$ cat config.mk
export PLATFORM = sky130hd
export DESIGN_NAME = dual_host_disable_reg
export DESIGN_NICKNAME = d
export VERILOG_FILES = /design/src/rtl/dual_host_disable_reg.sv
export SDC_FILE = /design/constraint.sdc
export NUM_CORES = 1
export LEC_CHECK = 0
export ABC_AREA = 0
export BUFFER_PORTS_ARGS = -buffer_cell sky130_fd_sc_hd__buf_2
export CORE_MARGIN = 5
export CORE_UTILIZATION = 42
export CTS_CLUSTER_DIAMETER = 40
export DETAILED_ROUTE_END_ITERATION = 10
export PLACE_DENSITY = 0.84
export SYNTH_ARGS = -nofsm -noshare
export SYNTH_HDL_FRONTEND = slang
export SYNTH_SLANG_ARGS = --single-unit
$ cat constraint.sdc
create_clock -name clk -period 3.2 [get_ports clk]
set_input_delay 0.64 -clock clk [delete_from_list [all_inputs] [get_ports clk]]
set_output_delay 0.64 -clock clk [all_outputs]
set_load 0.01 [all_outputs]
$ cat src/rtl/dual_host_disable_reg.sv
module dual_host_disable_reg #(
  parameter int W = 8
) (
  input  logic         clk,
  input  logic         por_n,
  input  logic         bus_rst_n,
  input  logic         a_we,
  input  logic         a_re,
  input  logic [W-1:0] a_wdata,
  output logic [W-1:0] a_rdata,
  input  logic         b_we,
  input  logic         b_re,
  input  logic [W-1:0] b_wdata,
  output logic [W-1:0] b_rdata,
  input  logic         fdc_act_in,
  input  logic         wp_pin,
  input  logic         force_wp,
  input  logic         ds0,
  input  logic         ds1,
  output logic         fdc_active,
  output logic         wp_assert,
  output logic         dis_fdc,
  output logic         dis_ser1,
  output logic         dis_ser2,
  output logic         dis_par
);
  localparam logic [W-1:0] KEEP = W'(8'h7B);
  localparam int B_OVR = 0, B_LCK = 1, B_FDC = 3, B_S1 = 4, B_S2 = 5, B_PAR = 6;

  logic         rst;
  logic [W-1:0] cpy_a, cpy_b, both;
  logic [3:0]   dis_q;

  assign rst = ~por_n | ~bus_rst_n;

  always_ff @(posedge clk or posedge rst)
    if (rst)                      cpy_a <= '0;
    else if (a_we && !cpy_a[B_LCK]) cpy_a <= a_wdata & KEEP;

  always_ff @(posedge clk or posedge rst)
    if (rst)                      cpy_b <= '0;
    else if (b_we && !cpy_b[B_LCK]) cpy_b <= b_wdata & KEEP;

  assign both = cpy_a | cpy_b;

  always_ff @(posedge clk or posedge rst)
    if (rst) dis_q <= '0;
    else     dis_q <= {both[B_PAR], both[B_S2], both[B_S1], both[B_FDC]};

  assign {dis_par, dis_ser2, dis_ser1, dis_fdc} = dis_q;

  assign a_rdata    = a_re ? cpy_a : '0;
  assign b_rdata    = b_re ? cpy_b : '0;
  assign fdc_active = fdc_act_in & ~both[B_FDC];
  assign wp_assert  = both[B_OVR] | wp_pin | (force_wp & ds0) | (force_wp & ds1);

  AST_A_LOCK_FREEZE: assert property (@(posedge clk) disable iff (rst)
    cpy_a[B_LCK] |=> $stable(a_rdata) || !a_re || !$past(a_re));
  AST_A_LOCK_STICKY: assert property (@(posedge clk) disable iff (rst)
    cpy_a[B_LCK] |=> cpy_a[B_LCK]);
  AST_B_LOCK_STICKY: assert property (@(posedge clk) disable iff (rst)
    cpy_b[B_LCK] |=> cpy_b[B_LCK]);
  AST_B_OPEN_WRITE: assert property (@(posedge clk) disable iff (rst)
    (b_we && !cpy_b[B_LCK]) |=> cpy_b == ($past(b_wdata) & KEEP));
  AST_DIS_FOLLOWS: assert property (@(posedge clk) disable iff (rst)
    1'b1 |=> dis_fdc == $past(cpy_a[B_FDC] | cpy_b[B_FDC]));
  AST_RESV_ZERO: assert property (@(posedge clk)
    !a_rdata[2] && !a_rdata[7] && !b_rdata[2] && !b_rdata[7]);
  AST_PIN_PROTECTS: assert property (@(posedge clk)
    wp_pin |-> wp_assert);
  AST_NO_READ: assert property (@(posedge clk)
    !a_re |-> a_rdata == '0);
endmodule

==> results.cfg <==
[status]
status = finished, final reports clean

[drt]
route.detailed.drc = 0
wl_met2_um = 930
initialDrtViolationCount = 0
drt-pass1-iter-count = 1
drt_wl_total_um = 1540
detail_route.vias_per_cell = 4.68
vias = 552
topRoutingLayerUsed = met4
drt.antenna.violating_nets = 0
wirelength_met1_um = 475
wl_per_cell_um = 13.1
wl_met3_um = 118

[cells_and_area]
multiInputGateArea_sq_um = 297
fin_nets = 130
final_core_area_utilization_pct = 57.7
fillCellCount = 150
finish.instance_area_sq_um = 963
final_cell_count_no_fill = 118
n_antenna_cell = 0
ff_latch_area_sq_um = 400
area_growth_syn_to_fin_pct = 33.9
post_route_cells_drive_above_1_share_pct = 62.4

[global_routing]
groute.usage.overall_pct = 12.5
initial_antenna_violation_count = 0
grt_pass1_vias = 546
maximum_number_of_pins_on_one_net_before_global_route_repair = 17
grt_first_pass_wirelength_um = 2360
grt-ovfl-total = 0

[clock_tree]
number_of_h_tree_levels = 1
cts.sink_count = 16
clk_path_buf_depth = 2
cts_setup_buffers = 0
post_cts_hold_buffer_count = 0
clock_latency_ns = 0.28
cts_tree = done
cts_root_buf = sky130_fd_sc_hd__clkbuf_4
number_of_cells_upsized_or_downsized_after_cts = 0
clk_pin_slew_ns = 0.09
cts_buf_count = 3

[placement]
detailed_place_hpwl_um = 1310
numPlacedInstances = 114
io_buffer_count = 41
place_area_sq_um = 927
gp_congestion = 0.682

[setup_path]
worst_setup_path_start_kind = register
regToRegStartpoint = cpy_b[1]$_DFFE_PP0P_
critical-path-max-stage-delay_ns = 0.39
critPathKind = reg -> out
startpoint = cpy_a[3]$_DFFE_PP0P_
timing.critical_path.required_ns = 2.56
path_cells = or2_2, nor2_1, buf_2
worst_ep_arrival_time_ns = 1.21
crit_family = simple AND/OR/NAND/NOR gates
worstPathMaxFanout = 3
critical_path_depth = 3
ff2ff_path_depth = 2
worstSetupEndpointType = primary output
path_buf_inv = 1
timing.critical_path.slowest_stage_cell = sky130_fd_sc_hd__dfrtp_1

[timing]
tightest_pin_transition_ns = 0.670
setup_viol = 0
final.min_clock_period_ns = 1.85
report.final.slew_viol_count = 0
post-route-period-util_pct = 57.7
tightest_slew_margin_relative_to_the_limit_pct = 55.3
maxClockFrequency_ghz = 0.542
grt_setup_unrepaired = no
hold_violations = 0
finClkSkew_ns = 0.00308
final.setup.tns_ns = 0

[floorplanning]
initial_core_util_pct = 43.1
die_area_sq_mm = 0.00264
die_x_um = 51.4
io-pin-count = 50
num_rows = 15
floorplan.core_area_sq_mm = 0.00167
die_y_um = 51.4

[yosys]
synth.yosys.seq_area_share_pct = 55.7
synth_area_leaders = sky130_fd_sc_hd__dfrtp_1, sky130_fd_sc_hd__mux2_2, sky130_fd_sc_hd__and2_1
synth.yosys.warnings = 0
synth_area_leader_cell = sky130_fd_sc_hd__dfrtp_1
post_synth_inst_count = 57
synth.avg_cell_area_sq_um = 12.6
yosys.area.top_type_share_pct = 55.7
yosys.cell_types.count = 15
synth-seq-cells = 16
syn-cell-area_sq_um = 719

[min_path]
path_class_of_the_lowest_slack_min_delay_path = in -> async

[power_and_ir_drop]
power_per_cell_area_mw_per_mm2 = 545
leakagePower_nw = 0.503
report.power.total_uw = 525
vdd_ir_drop_max_uv = 355

[job]
max_cap_violations = 0
## per-layer routing
metal / global-route usage, % / vias up
li1: - / 265
met2: 23.9 / 24
met3: 4.37 / 2
met1: 12.2 / 261
met5: 0 / -
met4: 3.93 / 0
## area by class of cell
class	instances	area share (%)
tap	17	2.21
timing repair buffer	41	21.3
multi-input combinational	39	30.8
inverter	1	0.390
sequential	16	41.6
clock buffer	4	3.77
## sequential cells by signal, indices dropped and copies added, names as in the netlist
register  cells
dis_q         4
cpy_b         6
cpy_a         6
## cell usage after synthesis
| library cell | instances |
|---|---|
| sky130_fd_sc_hd__a21o_1 | 1 |
| sky130_fd_sc_hd__nor2b_4 | 2 |
| sky130_fd_sc_hd__nor2_1 | 1 |
| sky130_fd_sc_hd__nor3_1 | 1 |
| sky130_fd_sc_hd__nand2_1 | 1 |
| sky130_fd_sc_hd__mux2_2 | 10 |
| sky130_fd_sc_hd__conb_1 | 1 |
| sky130_fd_sc_hd__o21ai_0 | 1 |
| sky130_fd_sc_hd__or2_2 | 4 |
| sky130_fd_sc_hd__and2_1 | 12 |
| sky130_fd_sc_hd__buf_4 | 4 |
| sky130_fd_sc_hd__dfrtp_1 | 16 |
| sky130_fd_sc_hd__inv_1 | 1 |
| sky130_fd_sc_hd__and2_2 | 1 |
| sky130_fd_sc_hd__a21o_2 | 1 |
## cell families (layout without fill, tap and decap cells)
group / Yosys count / in the layout / synth area share, %
compound gates: 3 / 3 / 2.96
buf+inv: 5 / 46 / 4.70
flops: 16 / 16 / 55.7
mux: 10 / 10 / 15.7
other cells: 1 / 4 / 0.521
simple gates: 22 / 22 / 20.5
## layout by cell type, fill, tap and decap left out
master                     netlist  layout
sky130_fd_sc_hd__nor2_1          1       1
sky130_fd_sc_hd__clkbuf_4        0       3
sky130_fd_sc_hd__inv_1           1       1
sky130_fd_sc_hd__dfrtp_1        16      16
sky130_fd_sc_hd__or2_2           4       4
sky130_fd_sc_hd__and2_2          1       1
sky130_fd_sc_hd__nand2_1         1       1
sky130_fd_sc_hd__o21ai_0         1       1
sky130_fd_sc_hd__mux2_2         10      10
sky130_fd_sc_hd__nor2b_4         2       2
sky130_fd_sc_hd__buf_2           0      41
sky130_fd_sc_hd__conb_1          1       4
sky130_fd_sc_hd__nor3_1          1       1
sky130_fd_sc_hd__a21o_1          1       1
sky130_fd_sc_hd__and2_1         12      12
sky130_fd_sc_hd__a21o_2          1       1
sky130_fd_sc_hd__clkbuf_8        0       1
## power breakdown
| part | switching (mW) | internal, mW |
|---|---|---|
| registers | 0.0214 | 0.243 |
| logic | 0.0575 | 0.0726 |
| clock network | 0.0607 | 0.0692 |
## metrics by stage
stage          worst slack, ns  hold slack (ns)
2_1_floorplan             1.69            0.448
3_3_place_gp              1.50            0.461
3_5_place_dp              1.43            0.469
4_1_cts                   1.34            0.489
5_1_grt                   1.27            0.501
6_report                  1.35            0.475
## worst paths after layout
path | endpoint | slack [ns]
max | fdc_active | 1.35
min | cpy_b[0]$_DFFE_PP0P_ | 0.47
max reg2reg | cpy_b[4]$_DFFE_PP0P_ | 2.11
min in group clk | dis_q[1]$_DFF_PP0_ | 0.49
min reg2reg | dis_q[1]$_DFF_PP0_ | 0.49
max in group asynchronous | dis_q[2]$_DFF_PP0_ | 2.30
## worst register-to-register path, delay by kind of cell, from the launching register on
kind	cells	cell delay (ns)
flops	1	0.42
mux	1	0.35
simple gates	1	0.20
No activity file was read; power rests on OpenSTA's default activity.
